==> config.mk <==
export PLATFORM = sky130hd
export DESIGN_NAME = vprio_apr_bank
export DESIGN_NICKNAME = d
export VERILOG_FILES = /design/src/rtl/vprio_pkg.sv /design/src/rtl/vprio_access_dec.sv /design/src/rtl/vprio_apr_regs.sv /design/src/rtl/vprio_apr_bank.sv
export SDC_FILE = /design/constraint.sdc
export NUM_CORES = 1
export LEC_CHECK = 0
export BUFFER_PORTS_ARGS = -buffer_cell sky130_fd_sc_hd__buf_2
export CORE_ASPECT_RATIO = 1.2
export CORE_UTILIZATION = 27
export CTS_CLUSTER_DIAMETER = 40
export DETAILED_ROUTE_END_ITERATION = 6
export PLACE_DENSITY_LB_ADDON = 0.25
export SYNTH_ARGS = -nofsm -noshare
export SYNTH_HDL_FRONTEND = slang
export SYNTH_SLANG_ARGS = --single-unit
==> constraint.sdc <==
create_clock -name clk -period 2 [get_ports clk]
set_clock_uncertainty 0.2 [all_clocks]
set_input_delay 0.1 -clock clk [delete_from_list [all_inputs] [get_ports clk]]
set_output_delay 0.1 -clock clk [all_outputs]
set_load 0.005 [all_outputs]
==> src/rtl/vprio_pkg.sv <==
package vprio_pkg;

  typedef enum logic [1:0] {
    OUT_REG   = 2'd0,
    OUT_MEM   = 2'd1,
    OUT_TRAP  = 2'd2,
    OUT_UNDEF = 2'd3
  } acc_out_e;

  typedef struct packed {
    acc_out_e   kind;
    logic [1:0] trap_el;
  } acc_dec_t;

  localparam logic [5:0] EC_SYSREG = 6'h18;

  // Register presence as a function of the implemented preemption bits.
  function automatic logic idx_present(input int unsigned pre_bits, input int unsigned idx);
    logic ok;
    if (idx == 0)      ok = 1'b1;
    else if (idx == 1) ok = (pre_bits >= 6);
    else               ok = (pre_bits >= 7);
    return ok;
  endfunction

  // Save-area offset for one register slot.
  function automatic logic [15:0] save_offset(input logic [15:0] base, input int unsigned idx);
    logic [15:0] off;
    off = base + 16'(idx * 8);
    return off;
  endfunction

endpackage

==> src/rtl/vprio_access_dec.sv <==
module vprio_access_dec
  import vprio_pkg::*;
#(
  parameter int unsigned PRE_BITS = 6,
  parameter int unsigned IDX_W    = 2
) (
  input  logic [IDX_W-1:0] idx,
  input  logic [1:0]       el,
  input  logic [2:0]       nv,
  input  logic             sre_l2,
  input  logic             sre_l3,
  output acc_dec_t         dec,
  output logic             present
);

  always_comb begin
    present = idx_present(PRE_BITS, int'(idx));
  end

  always_comb begin
    dec.kind    = OUT_UNDEF;
    dec.trap_el = 2'd0;
    if (present) begin
      unique case (el)
        2'd0: dec.kind = OUT_UNDEF;
        2'd1: begin
          if (nv[2] && nv[0]) begin
            dec.kind = OUT_MEM;
          end else if (nv[0]) begin
            dec.kind    = OUT_TRAP;
            dec.trap_el = 2'd2;
          end else begin
            dec.kind = OUT_UNDEF;
          end
        end
        2'd2: begin
          if (!sre_l2) begin
            dec.kind    = OUT_TRAP;
            dec.trap_el = 2'd2;
          end else begin
            dec.kind = OUT_REG;
          end
        end
        default: begin
          if (!sre_l3) begin
            dec.kind    = OUT_TRAP;
            dec.trap_el = 2'd3;
          end else begin
            dec.kind = OUT_REG;
          end
        end
      endcase
    end
  end

endmodule

==> src/rtl/vprio_apr_regs.sv <==
module vprio_apr_regs #(
  parameter int unsigned NUM_REGS = 4,
  parameter int unsigned DATA_W   = 64,
  parameter int unsigned PRIO_W   = 32,
  parameter bit          NMI_EN   = 1'b1,
  localparam int unsigned IDX_W   = $clog2(NUM_REGS),
  localparam int unsigned RSV_W   = DATA_W - PRIO_W - 1
) (
  input  logic                       clk,
  input  logic                       rst_n,
  input  logic                       wr_en,
  input  logic [IDX_W-1:0]           wr_idx,
  input  logic [DATA_W-1:0]          wr_data,
  input  logic [IDX_W-1:0]           rd_idx,
  output logic [DATA_W-1:0]          rd_data,
  output logic [NUM_REGS*DATA_W-1:0] state_flat
);

  logic [DATA_W-1:0] view [NUM_REGS];

  for (genvar g = 0; g < NUM_REGS; g++) begin : g_slot
    logic [PRIO_W-1:0] prio_q;
    logic              nmi_bit;
    logic              sel;

    assign sel = wr_en && (wr_idx == IDX_W'(g));

    always_ff @(posedge clk or negedge rst_n) begin
      if (!rst_n)   prio_q <= '0;
      else if (sel) prio_q <= wr_data[PRIO_W-1:0];
    end

    if (g == 0 && NMI_EN) begin : g_nmi
      logic nmi_q;
      always_ff @(posedge clk or negedge rst_n) begin
        if (!rst_n)   nmi_q <= 1'b0;
        else if (sel) nmi_q <= wr_data[DATA_W-1];
      end
      assign nmi_bit = nmi_q;
    end else begin : g_no_nmi
      assign nmi_bit = 1'b0;
    end

    assign view[g] = {nmi_bit, {RSV_W{1'b0}}, prio_q};
    assign state_flat[g*DATA_W +: DATA_W] = view[g];
  end

  always_comb begin
    rd_data = view[rd_idx];
  end

endmodule

==> src/rtl/vprio_apr_bank.sv <==
module vprio_apr_bank
  import vprio_pkg::*;
#(
  parameter int unsigned PRE_BITS  = 6,
  parameter bit          NMI_EN    = 1'b1,
  parameter int unsigned NUM_REGS  = 4,
  parameter int unsigned DATA_W    = 64,
  parameter int unsigned PRIO_W    = 32,
  parameter int unsigned ADDR_W    = 16,
  parameter logic [15:0] SAVE_BASE = 16'h04A0,
  localparam int unsigned IDX_W    = $clog2(NUM_REGS)
) (
  input  logic              clk,
  input  logic              rst_n,
  input  logic              req_valid,
  input  logic              req_write,
  input  logic [IDX_W-1:0]  req_idx,
  input  logic [1:0]        cur_el,
  input  logic [2:0]        nv_ctl,
  input  logic              sre_l2,
  input  logic              sre_l3,
  input  logic [DATA_W-1:0] wdata,
  output logic              rsp_valid,
  output logic [DATA_W-1:0] rdata,
  output logic              mem_redirect,
  output logic [ADDR_W-1:0] mem_addr,
  output logic              trap_req,
  output logic [1:0]        trap_el,
  output logic [5:0]        trap_ec,
  output logic              undef
);

  acc_dec_t                   dec;
  logic                       present;
  logic                       wr_en;
  logic                       rd_hit;
  logic [DATA_W-1:0]          rd_data;
  logic [NUM_REGS*DATA_W-1:0] state_flat;
  logic [ADDR_W-1:0]          addr_next;

  acc_out_e          kind_q;
  logic              vld_q;
  logic [1:0]        tel_q;
  logic [ADDR_W-1:0] addr_q;
  logic [DATA_W-1:0] rdata_q;

  vprio_access_dec #(
    .PRE_BITS(PRE_BITS),
    .IDX_W   (IDX_W)
  ) u_dec (
    .idx    (req_idx),
    .el     (cur_el),
    .nv     (nv_ctl),
    .sre_l2 (sre_l2),
    .sre_l3 (sre_l3),
    .dec    (dec),
    .present(present)
  );

  assign wr_en     = req_valid &&  req_write && (dec.kind == OUT_REG);
  assign rd_hit    = req_valid && !req_write && (dec.kind == OUT_REG);
  assign addr_next = ADDR_W'(save_offset(SAVE_BASE, int'(req_idx)));

  vprio_apr_regs #(
    .NUM_REGS(NUM_REGS),
    .DATA_W  (DATA_W),
    .PRIO_W  (PRIO_W),
    .NMI_EN  (NMI_EN)
  ) u_regs (
    .clk       (clk),
    .rst_n     (rst_n),
    .wr_en     (wr_en),
    .wr_idx    (req_idx),
    .wr_data   (wdata),
    .rd_idx    (req_idx),
    .rd_data   (rd_data),
    .state_flat(state_flat)
  );

  always_ff @(posedge clk or negedge rst_n) begin
    if (!rst_n) begin
      vld_q   <= 1'b0;
      kind_q  <= OUT_REG;
      tel_q   <= 2'd0;
      addr_q  <= '0;
      rdata_q <= '0;
    end else begin
      vld_q   <= req_valid;
      kind_q  <= req_valid ? dec.kind : OUT_REG;
      tel_q   <= (req_valid && dec.kind == OUT_TRAP) ? dec.trap_el : 2'd0;
      addr_q  <= (req_valid && dec.kind == OUT_MEM) ? addr_next : '0;
      rdata_q <= rd_hit ? rd_data : '0;
    end
  end

  assign rsp_valid    = vld_q;
  assign rdata        = rdata_q;
  assign mem_redirect = vld_q && (kind_q == OUT_MEM);
  assign mem_addr     = addr_q;
  assign trap_req     = vld_q && (kind_q == OUT_TRAP);
  assign trap_el      = tel_q;
  assign trap_ec      = trap_req ? EC_SYSREG : 6'd0;
  assign undef        = vld_q && (kind_q == OUT_UNDEF);

endmodule

# After elaboration in Yosys (flattened, before gate mapping)
# Index checks and enable logic that the tools add are counted.
# totals
register_bits,210
in_bits,77
output_inout_bits,92
elab_cells,61
# classes
addsub,1
n_lt_le_gt_ge,1
eq_ne,10
mux,20
bitwise_logic,1
reduce_logical,18
# ops
op,count
2-to-1 mux 64 bit,3
binary-select mux 64 bit (select 2 bit),1
2-to-1 mux 2 bit,8
logical AND 1 bit,14
adder 11 x 5 -> 12 bit (first input constant),1
equality test 2 bit (second input constant),6
2-to-1 mux 12 bit,1
one-hot mux 2 bit (3 select lines),2
equality test 2 x 1 -> 1 bit (second input constant),4
logical NOT 2 bit,3
2-to-1 mux 5 bit,1
2-to-1 mux 4 bit,1
>= comparator 3 bit (second input constant),1
2-to-1 mux 1 bit,3
inverter 2 -> 3 bit,1
logical NOT 1 bit,1

# Logic depth before layout (Yosys ltp)
# logic_depth
word_depth,7
depth_mapped,6
ltp_nobuf,3

# Modules after synthesis
# Synthesis repeated with hierarchy kept, for this count alone.
# unflattened
hier_cells,666
hier_area_um2,9401.5
# modules_own_cells
module,instances,cells_per_inst,area_each_um2,seq_area_each_um2
vprio_apr_regs,1,475,6770.2,3228.1
vprio_apr_bank,1,177,2562.5,1801.7
vprio_access_dec,1,14,68.8,0.0

# Worst setup path after synthesis
# OpenSTA, ideal clock, no wires.
# synth_timing
path_type,input-to-reg
startpoint,in req_idx[0]
endpoint,reg u_regs.g_slot[1].prio_q[10]
arrival_time_ps,1285
required_ps,1675
setup_slack_ps,390
cell_stages,6
n_path_buf,3
cell_sequence,buf_2 > inv_1 > or3b_1 > buf_6 > buf_12 > mux2_4
# synth_between
elab_chain_cells,7
elab_cells_between_ends,8
classes_between,eq/ne: 1; mux: 3; reduce/logical: 4
# synth_rtl
element,line_no,source
"start, declared",vprio_apr_bank.sv:17,"input logic [IDX_W-1:0] req_idx,"
equality test 2 x 1 -> 1 bit,"vprio_pkg.sv:21, vprio_apr_regs.sv:26",
2-to-1 mux 1 bit,vprio_pkg.sv:21,else if (idx == 1) ok = (pre_bits >= 6);
2-to-1 mux 1 bit,vprio_pkg.sv:20,if (idx == 0) ok = 1'b1;
2-to-1 mux 4 bit,vprio_access_dec.sv:23,if (present) begin
logical NOT 2 bit,vprio_apr_bank.sv:60,assign wr_en = req_valid && req_write && (dec.kind == OUT_REG);
logical AND 1 bit,vprio_apr_bank.sv:60,
logical AND 1 bit (*),vprio_apr_regs.sv:26,assign sel = wr_en && (wr_idx == IDX_W'(g));
"end signal, assigned",vprio_apr_regs.sv:30,else if (sel) prio_q <= wr_data[PRIO_W-1:0];
"end, declared",vprio_apr_regs.sv:22,logic [PRIO_W-1:0] prio_q;
# Every way passes the cells marked *; elsewhere a longest branch is shown, timed or not.
# A chain may end at the register's enable or synchronous reset.

# Worst setup path in the final report
# layout_timing
startpoint,in cur_el[0]
endpoint,reg u_regs.g_slot[1].prio_q[17]
# layout_between
elab_chain_cells,6
elab_cells_between_ends,8
classes_between,eq/ne: 2; mux: 2; reduce/logical: 4
# layout_rtl
element,line_no,source
"start, declared",vprio_apr_bank.sv:18,"input logic [1:0] cur_el,"
equality test 2 bit (tied with other cells),vprio_access_dec.sv:24,unique case (el)
one-hot mux 2 bit (3 select lines) (*),vprio_access_dec.sv:24,
2-to-1 mux 4 bit (*),vprio_access_dec.sv:23,
logical NOT 2 bit (*),vprio_apr_bank.sv:60,
logical AND 1 bit (*),vprio_apr_bank.sv:60,
logical AND 1 bit (*),vprio_apr_regs.sv:26,
# Marked as above.

==> metrics <==
RSZ-0062 raised after global routing false; sw power around 2.0 mW; top post-synthesis cells by count dfrtp_1, clkbuf_1, buf_4; TritonRoute pass-1 iters 4; fin. max-slew vios 0; P_leak about 4.4 nW; WL/cell 15.83 um; Period minus WS final between 1500 and 2000 ps; area grow syn2layout 22.47%; # setup viols final 0; RR Endpoint rdata[24]$_DFF_PN0_; Die Y roughly 180 um; critical path class in2reg; most used cell, CP mux2_4; H-tree depth 4; CP max stage cell dlygate4sd3_1; Hold EP u_regs.g_slot[2].prio_q[15]$_DFFE_PN0P_; largest net degree at the start of global routing 61; fin crit share 95.32%; Worst Path Required ~2100 ps; Synth Instances between 400 and 500; Synth Flop Type dfrtp_1; Post-Syn Area per Cell 14.91 um2; Final TNS setup 0 ps; root buffer selected by CTS clkbuf_16; first-pass GRT wire length between 20000 and 25000 um; final WL ~14000 um; nature of the critical path startpoint input pin; vias in the first global route about 4100; most common cell in the netlist dfrtp_1; asr flop ratio synth 100.0%; register area share after synthesis 60.83%; TritonCTS clock tree built; num ports ~170; ANT cells 0; clock sinks 170; initial core utilization 27.46%; status complete, no violations; sw frac between 20% and 30%; crit end category flip-flop; via/cell ratio between 4 and 5; initial antenna violation count 0; Clock Latency Late Sink 430 ps; Max-cap violations 0; Clock power frac between 40% and 50%; Vias roughly 3600; VDD IR max approximately 0.53 mV; Final Core Density between 30% and 40%; class of the worst hold path reg2reg; core region area roughly 0.025 mm2; Max Freq between 500 and 600 MHz; share of layout cells above drive strength 1 between 40 and 50%; Antenna Violating Nets Remaining 0; PostCTS Resize Cnt 0; clock buffer depth 2; DRC 0; Placer Congestion just over 0.7; FP Rows 64; critical-path cell list dlygate4sd3_1 > buf_2 > mux2_4 > or3b_4 > buf_4 > mux2_4; Hold Path Origin u_regs.g_slot[2].prio_q[15]$_DFFE_PN0P_; Seq cells post-synth 170; clock-pin slew on the worst setup and hold paths ~70 ps; Initial DRC Count approximately 120; Final Net Count around 630; I/O Buffers 90; warnings from Yosys 0; reg-to-reg startpoint u_regs.g_slot[3].prio_q[24]$_DFFE_PN0P_; Overall Global Routing Usage between 10% and 20%; WP data arrival between 2000 and 2500 ps; Register-to-Register Setup Slack ~640 ps; Crit Path Max Fanout 13; Synth area leaders dfrtp_1, mux4_2, mux2_4, mux2_2, buf_4; final hold violation count 0; Distinct cells, synth 31; Die ar. 0.02655 mm2; Horiz. Die Dim 148.9 um; Mapped Area roughly 0.0070 mm2; HPWL Detailed 9116 um; GR Overflow Total 0; WHS Path Cells 0; sequential power share 48.2%; Logic pwr share a little over a tenth; Post-synth EDFFs 0; P_int 6.069 mW; Power Density between 900 and 1000 mW/mm2; area share of the largest cell type after synthesis approximately three fifths; R2R cell count 2; CTS Buf Count 17; post-synth top area cell dfrtp_1; biggest cell delay along the critical path ~510 ps
flip-flops by register name (all words and copies together), names as in the netlist:
register                   count
u_regs.g_slot.prio_q         128
trap_el                        2
rdata                         33
kind_q                         2
mem_addr                       3
rsp_valid                      1
u_regs.g_slot.g_nmi.nmi_q      1
per-stage QoR:
stage / cells / power, mW / area [um2] / setup WS, ps / hold WS, ps
after floorplan: 515 / 4.497 / 7166 / 390.1 / -395.6
after global placement: 816 / 4.679 / 7476 / 173.3 / -175.7
after detailed placement: 816 / 4.734 / 7476 / 139.0 / -158.9
after CTS: 897 / 8.188 / 8557 / 73.34 / 177.6
after global routing: 898 / 8.465 / 8564 / 29.93 / 182.6
final: 898 / 8.039 / 8564 / 93.56 / 172.3
kinds of logic after synthesis:
group	share of synthesized area, %
AOI/OAI and AO/OA	0.5009
buffers and inverters	11.08
DFF	60.83
muxes	22.60
other	0.05363
and+or+nand+nor	4.938
power groups by stage:
| stage | clock network [mW] | registers (mW) | logic [mW] |
|---|---|---|---|
| final | 3.31 | 3.87 | 0.856 |
| after CTS | 3.44 | 3.87 | 0.876 |
| after detailed placement | 0 | 3.93 | 0.800 |
| after floorplan | 0 | 3.88 | 0.617 |
| after global routing | 3.61 | 3.91 | 0.946 |
| after global placement | 0 | 3.91 | 0.771 |
cells in the final DEF (no fill, tap or decap), types with 2 or more instances in the layout:
master / instances
mux2_4: 31
nor2b_1: 2
a31oi_1: 2
dfrtp_1: 170
mux2_2: 35
conb_1: 47
nor2_1: 3
buf_12: 5
inv_8: 2
dlygate4sd3_1: 49
buf_4: 13
mux4_2: 32
inv_6: 7
nand2_1: 5
and3_1: 33
o21ai_0: 2
buf_2: 89
clkbuf_16: 17
inv_1: 3
metal layers:
layer / global-route usage (%) / vias up / routed length [um]
met2: 18.43 / 98 / 6867
met4: 3.997 / 0 / 190
met5: 0 / - / 0
met1: 15.75 / 1885 / 6547
met3: 3.197 / 11 / 607
li1: - / 1646 / -
how the worst max path moves through the flow:
| stage | startpoint | endpoint | slack (ps) | cells past startpoint |
|---|---|---|---|---|
| floorplan | req_idx[0] | u_regs.g_slot[1].prio_q[10]$_DFFE_PN0P_ | 390 | 6 |
| global placement | cur_el[1] | u_regs.g_slot[1].prio_q[12]$_DFFE_PN0P_ | 170 | 5 |
| detailed placement | cur_el[1] | u_regs.g_slot[1].prio_q[11]$_DFFE_PN0P_ | 140 | 5 |
| CTS | cur_el[1] | u_regs.g_slot[1].prio_q[17]$_DFFE_PN0P_ | 70 | 6 |
| global route | cur_el[0] | u_regs.g_slot[1].prio_q[17]$_DFFE_PN0P_ | 30 | 6 |
| finish | cur_el[0] | u_regs.g_slot[1].prio_q[17]$_DFFE_PN0P_ | 90 | 6 |
timing repair:
item                                   4_1_cts  5_1_grt
hold buffers                                49        0
setup buffers                                0        1
setup endpoints to repair                    0       11
endpoints found under the hold margin      247        0
worst max-delay path, delay by kind of cell:
| kind | cells | cell delay, ps |
|---|---|---|
| buffers and inverters | 3 | 960 |
| AND/OR/NAND/NOR | 1 | 270 |
| multiplexers | 2 | 660 |
cell type report:
| class | count | area [um2] |
|---|---|---|
| Multi-Input combinational cell | 206 | 2151 |
| Fill cell | 2491 | 16900 |
| Inverter | 3 | 11.26 |
| Clock buffer | 18 | 439.2 |
| Tap cell | 330 | 412.9 |
| Timing Repair Buffer | 157 | 1145 |
| Clock inverter | 14 | 151.4 |
| Sequential cell | 170 | 4254 |
No activity file was read; power rests on OpenSTA's default activity.
